==> config.mk <==
export PLATFORM = sky130hd
export DESIGN_NAME = intv_unit
export DESIGN_NICKNAME = d
export VERILOG_FILES = /design/src/rtl/intv_pkg.sv /design/src/rtl/intv_ovr_grp.sv /design/src/rtl/intv_pend.sv /design/src/rtl/intv_prio.sv /design/src/rtl/intv_unit.sv
export SDC_FILE = /design/constraint.sdc
export NUM_CORES = 1
export LEC_CHECK = 0
export BUFFER_PORTS_ARGS = -buffer_cell sky130_fd_sc_hd__buf_2
export CAP_MARGIN = 20
export CORE_ASPECT_RATIO = 0.75
export CORE_MARGIN = 1.5
export CORE_UTILIZATION = 35
export DETAILED_ROUTE_END_ITERATION = 8
export GPL_TIMING_DRIVEN = 0
export PLACE_DENSITY = 0.71
export SYNTH_ARGS = -nofsm -noshare
export SYNTH_HDL_FRONTEND = slang
export SYNTH_SLANG_ARGS = --single-unit
==> constraint.sdc <==
create_clock -name clk_i -period 2.1 [get_ports clk_i]
set_clock_uncertainty 0.15 [all_clocks]
set_input_delay 0.315 -clock clk_i [delete_from_list [all_inputs] [get_ports clk_i]]
set_output_delay 0.315 -clock clk_i [all_outputs]
set_load 0.02 [all_outputs]
==> src/rtl/intv_pkg.sv <==
package intv_pkg;
  typedef enum logic [1:0] {
    SEL_PEND  = 2'd0,
    SEL_EN    = 2'd1,
    SEL_OMASK = 2'd2,
    SEL_OPEND = 2'd3
  } reg_sel_e;

  typedef struct packed {
    logic     hit;
    reg_sel_e sel;
  } reg_dec_t;
endpackage

==> src/rtl/intv_ovr_grp.sv <==
module intv_ovr_grp #(
  parameter int FAN = 2
) (
  input  logic           clk_i,
  input  logic           rst_ni,
  input  logic [FAN-1:0] evt_i,
  input  logic           wr_mask_i,
  input  logic [FAN-1:0] wmask_i,
  input  logic           rd_clr_i,
  output logic [FAN-1:0] mask_o,
  output logic [FAN-1:0] pend_o,
  output logic           rise_o
);
  logic [FAN-1:0] mask_q, pend_q;
  logic           lvl, lvl_q;

  assign lvl    = |(mask_q & pend_q);
  assign rise_o = lvl & ~lvl_q;
  assign mask_o = mask_q;
  assign pend_o = pend_q;

  always_ff @(posedge clk_i or negedge rst_ni) begin
    if (!rst_ni) begin
      mask_q <= '0;
      pend_q <= '0;
      lvl_q  <= 1'b0;
    end else begin
      if (wr_mask_i) mask_q <= wmask_i;
      // event wins over clear-on-read
      pend_q <= (rd_clr_i ? '0 : pend_q) | evt_i;
      lvl_q  <= lvl;
    end
  end

  AST_CLR_ON_READ: assert property (@(posedge clk_i) disable iff (!rst_ni)
    (rd_clr_i && evt_i == '0) |=> (pend_q == '0));
  AST_EVT_KEPT: assert property (@(posedge clk_i) disable iff (!rst_ni)
    (evt_i != '0) |=> ((pend_q & $past(evt_i)) == $past(evt_i)));
  AST_RISE_SINGLE: assert property (@(posedge clk_i) disable iff (!rst_ni)
    rise_o |=> !rise_o);
endmodule

==> src/rtl/intv_pend.sv <==
module intv_pend #(
  parameter int N = 8
) (
  input  logic         clk_i,
  input  logic         rst_ni,
  input  logic [N-1:0] set_i,
  input  logic [N-1:0] clr_i,
  output logic [N-1:0] pend_o
);
  logic [N-1:0] pend_q;

  always_ff @(posedge clk_i or negedge rst_ni) begin
    if (!rst_ni) pend_q <= '0;
    else         pend_q <= (pend_q & ~clr_i) | set_i;  // set beats clear
  end

  assign pend_o = pend_q;

  AST_SET_STICKS: assert property (@(posedge clk_i) disable iff (!rst_ni)
    (set_i != '0) |=> ((pend_q & $past(set_i)) == $past(set_i)));
  AST_DROP_NEEDS_ACK: assert property (@(posedge clk_i) disable iff (!rst_ni)
    1'b1 |=> (($past(pend_q) & ~pend_q & ~$past(clr_i)) == '0));
endmodule

==> src/rtl/intv_prio.sv <==
module intv_prio #(
  parameter int                N        = 8,
  parameter int                VEC_W    = 24,
  parameter logic [VEC_W-1:0]  VEC_BASE = 24'hFF2030,
  parameter int                VEC_STEP = 2,
  parameter int                NMI_BIT  = N - 1,
  localparam int               IDX_W    = $clog2(N)
) (
  input  logic [N-1:0]     pend_i,
  input  logic [N-1:0]     en_i,
  output logic             irq_o,
  output logic [VEC_W-1:0] vec_o
);
  logic [N-1:0]     eff;
  logic [IDX_W-1:0] sel;
  logic             any;

  always_comb begin
    eff          = pend_i & en_i;
    eff[NMI_BIT] = pend_i[NMI_BIT];
    sel = '0;
    any = 1'b0;
    for (int i = 0; i < N; i++) begin
      if (eff[i]) begin
        sel = IDX_W'(i);  // later (higher) bit overrides
        any = 1'b1;
      end
    end
  end

  assign irq_o = any;
  assign vec_o = any ? (VEC_BASE + VEC_W'(VEC_STEP) * VEC_W'(sel)) : '0;
endmodule

==> src/rtl/intv_unit.sv <==
module intv_unit #(
  parameter int                 NUM_IRQ    = 8,
  parameter int                 ADDR_W     = 8,
  parameter int                 VEC_W      = 24,
  parameter logic [VEC_W-1:0]   VEC_BASE   = 24'hFF2030,
  parameter int                 VEC_STEP   = 2,
  parameter int                 OVR_GRP    = 2,
  parameter int                 OVR_FAN    = 2,
  parameter int                 OVR_LSB    = 3,
  parameter logic [ADDR_W-1:0]  PEND_ADDR  = 8'h12,
  parameter logic [ADDR_W-1:0]  EN_ADDR    = 8'h13,
  parameter logic [ADDR_W-1:0]  OMASK_ADDR = 8'h14,
  parameter logic [ADDR_W-1:0]  OPEND_ADDR = 8'h15,
  localparam int                IDX_W      = $clog2(NUM_IRQ),
  localparam int                OVR_CH     = OVR_GRP * OVR_FAN
) (
  input  logic               clk_i,
  input  logic               rst_ni,
  input  logic [NUM_IRQ-1:0] src_evt_i,
  input  logic [OVR_CH-1:0]  ovr_evt_i,
  input  logic [ADDR_W-1:0]  addr_i,
  input  logic               wr_en_i,
  input  logic               rd_en_i,
  input  logic [NUM_IRQ-1:0] wdata_i,
  output logic [NUM_IRQ-1:0] rdata_o,
  input  logic               ack_i,
  input  logic [IDX_W-1:0]   ack_idx_i,
  output logic               irq_o,
  output logic [VEC_W-1:0]   vec_o
);
  import intv_pkg::*;

  localparam int NMI_BIT = NUM_IRQ - 1;

  reg_dec_t           dec;
  logic [NUM_IRQ-1:0] pend_q, en_q, set_vec, clr_vec;
  logic [OVR_CH-1:0]  omask, opend;
  logic [OVR_GRP-1:0] ovr_rise;
  logic               wr_pend, wr_en_reg, wr_omask, rd_opend;

  always_comb begin
    dec.hit = 1'b1;
    dec.sel = SEL_PEND;
    case (addr_i)
      PEND_ADDR:  dec.sel = SEL_PEND;
      EN_ADDR:    dec.sel = SEL_EN;
      OMASK_ADDR: dec.sel = SEL_OMASK;
      OPEND_ADDR: dec.sel = SEL_OPEND;
      default:    dec.hit = 1'b0;
    endcase
  end

  assign wr_pend   = wr_en_i && dec.hit && dec.sel == SEL_PEND;
  assign wr_en_reg = wr_en_i && dec.hit && dec.sel == SEL_EN;
  assign wr_omask  = wr_en_i && dec.hit && dec.sel == SEL_OMASK;
  assign rd_opend  = rd_en_i && dec.hit && dec.sel == SEL_OPEND;

  for (genvar g = 0; g < OVR_GRP; g++) begin : g_ovr
    intv_ovr_grp #(.FAN(OVR_FAN)) u_grp (
      .clk_i     (clk_i),
      .rst_ni    (rst_ni),
      .evt_i     (ovr_evt_i[g*OVR_FAN +: OVR_FAN]),
      .wr_mask_i (wr_omask),
      .wmask_i   (wdata_i[g*OVR_FAN +: OVR_FAN]),
      .rd_clr_i  (rd_opend),
      .mask_o    (omask[g*OVR_FAN +: OVR_FAN]),
      .pend_o    (opend[g*OVR_FAN +: OVR_FAN]),
      .rise_o    (ovr_rise[g])
    );
  end

  always_comb begin
    set_vec = src_evt_i | (wr_pend ? wdata_i : '0);
    for (int g = 0; g < OVR_GRP; g++) set_vec[OVR_LSB+g] = set_vec[OVR_LSB+g] | ovr_rise[g];
  end

  assign clr_vec = ack_i ? (NUM_IRQ'(1) << ack_idx_i) : '0;

  intv_pend #(.N(NUM_IRQ)) u_pend (
    .clk_i  (clk_i),
    .rst_ni (rst_ni),
    .set_i  (set_vec),
    .clr_i  (clr_vec),
    .pend_o (pend_q)
  );

  always_ff @(posedge clk_i or negedge rst_ni) begin
    if (!rst_ni)        en_q <= '0;
    else if (wr_en_reg) en_q <= wdata_i;
  end

  intv_prio #(
    .N        (NUM_IRQ),
    .VEC_W    (VEC_W),
    .VEC_BASE (VEC_BASE),
    .VEC_STEP (VEC_STEP),
    .NMI_BIT  (NMI_BIT)
  ) u_prio (
    .pend_i (pend_q),
    .en_i   (en_q),
    .irq_o  (irq_o),
    .vec_o  (vec_o)
  );

  always_comb begin
    rdata_o = '0;
    if (dec.hit) begin
      case (dec.sel)
        SEL_PEND:  rdata_o = pend_q;
        SEL_EN:    rdata_o = en_q;
        SEL_OMASK: rdata_o = NUM_IRQ'(omask);
        SEL_OPEND: rdata_o = NUM_IRQ'(opend);
        default:   rdata_o = '0;
      endcase
    end
  end

  AST_ACK_CLEARS: assert property (@(posedge clk_i) disable iff (!rst_ni)
    (ack_i && !set_vec[ack_idx_i]) |=> !pend_q[$past(ack_idx_i)]);
  AST_NMI_FIRST: assert property (@(posedge clk_i) disable iff (!rst_ni)
    pend_q[NMI_BIT] |-> (irq_o && vec_o == VEC_BASE + VEC_W'(VEC_STEP * NMI_BIT)));
  AST_VEC_IDLE: assert property (@(posedge clk_i) disable iff (!rst_ni)
    !irq_o |-> (vec_o == '0));
  AST_VEC_RANGE: assert property (@(posedge clk_i) disable iff (!rst_ni)
    irq_o |-> (vec_o >= VEC_BASE && vec_o <= VEC_BASE + VEC_W'(VEC_STEP * (NUM_IRQ - 1))));
  AST_EN_WRITE: assert property (@(posedge clk_i) disable iff (!rst_ni)
    wr_en_reg |=> (en_q == $past(wdata_i)));
endmodule

==> impl_metrics.ini <==
[run_status]
status = finished, final reports clean

[route]
drt-total-wl_um = 4250
dr.max_layer_used = met4
vias = 1456
wl_met2_um = 1852
wl_met3_um = 327
wl_per_cell_um = 14.91
drtAntennaViolNets = 0
routed_via_density = 5.109
wl_met1_um = 2056
drc = 0
drtPass1Iterations = 4
drtIter0Drc = 72

[floorplan]
dieArea_mm2 = 0.004950
start_util = 0.3774
core_area_mm2 = 0.004204
die_h_um = 61.31
io_pins = 69
dieWidth_um = 80.74
rows = 20

[min_path]
hold_start = ovr_evt_i[0]
hold_class = input pin to flip-flop
whs_path_depth = 2

[timing]
period_minus_slack_ps = 2082
drv_slew = 0
hold_viol = 0
period_share = 0.9914
setup_viol = 0
setup_tns_ps = 0
grt_setup_unrepaired = yes
slew_headroom = 0.6021
max_freq_ghz = 0.4803
tightest_slew_ps = 596.8

[finish]
fill_cells = 400
finish.instance_area_mm2 = 0.002113
diodes = 0
finalNonFillerCells = 285
layout-area-overhead-vs-synth_pct = 33.20
final_layout_size_suffix_gt1_frac = 0.4435
fin_util = 0.5027
fin_nets = 267

[pwr]
power.total_mw = 1.180
powerDensity_mw_per_mm2 = 558.3
power.switching_mw = 0.3006
clkPwrFrac = 0.353
ir_drop_mv = 0.2852
swShare = 0.2547
leakage_nw = 1.029
p_int_mw = 0.8793
power_frac_seq = 0.457
comb_power_share = 0.190

[logic_synthesis]
synth_top_area_frac = 0.4101
synth_area_per_cell_um2 = 10.17
yosys.area.top_type = dfrtp_1
syn-cell-area_mm2 = 0.001587
netlist_instances = 156
synth_cell_types = 35
synth_seq_cells = 26
synthTopCellsByArea = dfrtp_1 (41%), buf_4 (10%), mux2_1 (7.1%)
yosysWarnings = 0
synth-seq-area-share = 0.4101

[global_route]
overflow = 0
grt_use_total = 0.1765
grt_max_degree = 27
grt_pass1_wl_um = 6568
antenna_found_initial = 0
grt_pass1_vias = 1337

[clocking]
clock_latency_ps = 270
clockBufferDepth = 2
cts_sinks = 26
path_clk_slew_ps = 90
cts_root_buf = clkbuf_8
cts_buffers = 3
htreeDepth = 1
cts_tree = built

[worst_setup_path]
startpoint = addr_i[1]
path_class = input pin to primary output
worstSetupEndpointType = primary output
cp.arrival_ps = 1620
r2r-start = g_ovr[0].u_grp.mask_o[0]
crit_path_max_fanout = 10
required_ps = 1630
start_kind = input pin
rr_worst_depth = 3

[placement]
dpl.hpwl_um = 3329
gp_congestion = 0.8159
dp.cells = 277
port-buffer-count = 57
placed_cell_area_mm2 = 0.001974

[job]
drv_cap = 0
[final cells by class]
type / instances / area [um2] / area share
clock inverter: 1 / 30.03 / 0.01421
inverter: 7 / 26.28 / 0.01243
tap: 55 / 68.82 / 0.03256
sequential: 26 / 650.6 / 0.3079
timing repair buffer: 61 / 320.3 / 0.1516
buffer: 24 / 175.2 / 0.08289
multi-input combinational: 108 / 800.8 / 0.3789
clock buffer: 3 / 41.29 / 0.01954
[worst paths after layout]
path,slack (ps),end
max in group asynchronous,980,en_q[4]
worst min-delay path,60,g_ovr[0].u_grp.pend_o[0]
worst min register to register,360,en_q[7]
min in group asynchronous,430,g_ovr[0].u_grp.mask_o[1]
worst max register to register,690,u_pend.pend_o[3]
worst max-delay path,20,rdata_o[0]
[repair_timing]
item,CTS,global route
hold buffers,1,0
resized for setup,0,7
buffers inserted,1,2
pin swaps,1,1
hold endpoints to repair,26,0
endpoints found under the setup margin,12,15
[synthesized netlist by cell type]
| library cell | count |
|---|---|
| a2111o_1 | 1 |
| a21o_1 | 5 |
| a21oi_1 | 8 |
| a221o_1 | 7 |
| a221oi_1 | 4 |
| a22o_1 | 2 |
| a22oi_1 | 3 |
| a31oi_1 | 2 |
| a32oi_1 | 1 |
| and2_0 | 1 |
| and2_4 | 1 |
| and3b_1 | 1 |
| and4_1 | 2 |
| buf_2 | 2 |
| buf_4 | 22 |
| conb_1 | 1 |
| dfrtp_1 | 26 |
| inv_1 | 7 |
| mux2_1 | 10 |
| mux2_2 | 2 |
| mux2i_1 | 1 |
| nand2_1 | 11 |
| nand3_1 | 6 |
| nand3b_1 | 1 |
| nand4_1 | 4 |
| nand4bb_1 | 1 |
| nor2_1 | 3 |
| nor2b_1 | 7 |
| nor3b_2 | 1 |
| o211ai_1 | 1 |
| o21ai_0 | 2 |
| o221ai_1 | 4 |
| or2b_1 | 1 |
| or3b_2 | 4 |
| or3b_4 | 1 |
[cells by family after synthesis]
family | Yosys count | share of synthesized area
and+or+nand+nor | 45 | 0.1751
DFF | 26 | 0.4101
muxes | 13 | 0.09148
other | 1 | 0.002364
AOI/OAI and AO/OA | 40 | 0.1940
buffers and inverters | 31 | 0.1270
[critical path, stage by stage]
cell and delay (ps):
buf_2 150, or3b_4 430, and2_4 190, a221oi_1 310, buf_2 220
[routing by layer]
metal	global-route usage	vias up
met1	0.2661	687
met4	0.01724	0
met3	0.04444	2
li1	-	704
met2	0.2653	63
met5	0	-
[placed cells by master (no fill, tap or decap), drive strengths merged, types with 3 or more instances in the layout]
cell type / count
nand4: 4
nor2b: 7
buf: 83
a221o: 7
a21o: 5
a21oi: 8
o221ai: 4
inv: 7
or3b: 5
a221oi: 4
nand3: 6
mux2: 12
nand2: 11
nor2: 3
a22oi: 3
dfrtp: 26
clkbuf: 4
conb: 10
[sequential cells by signal (all words and copies together) (netlist names)]
register and cells:
en_q 8, g_ovr.u_grp.lvl_q 2, g_ovr.u_grp.mask_o 4, u_pend.pend_o 8, g_ovr.u_grp.pend_o 4
[power groups by stage]
stage,Sequential (mW),Clock [mW],Combinational [mW]
2_1_floorplan,0.541,0,0.130
3_3_place_gp,0.547,0,0.206
3_5_place_dp,0.547,0,0.210
4_1_cts,0.537,0.425,0.213
5_1_grt,0.542,0.443,0.247
6_report,0.539,0.417,0.224
[stage by stage]
stage / worst slack (ps) / hold WS (ps)
after floorplan: 121.4 / -130.6
after CTS: 4.864 / 62.04
after detailed placement: 12.82 / 203.6
after global placement: 30.27 / 201.4
after global routing: -30.96 / 66.85
final: 18.08 / 63.55
No activity file was read; power rests on OpenSTA's default activity.
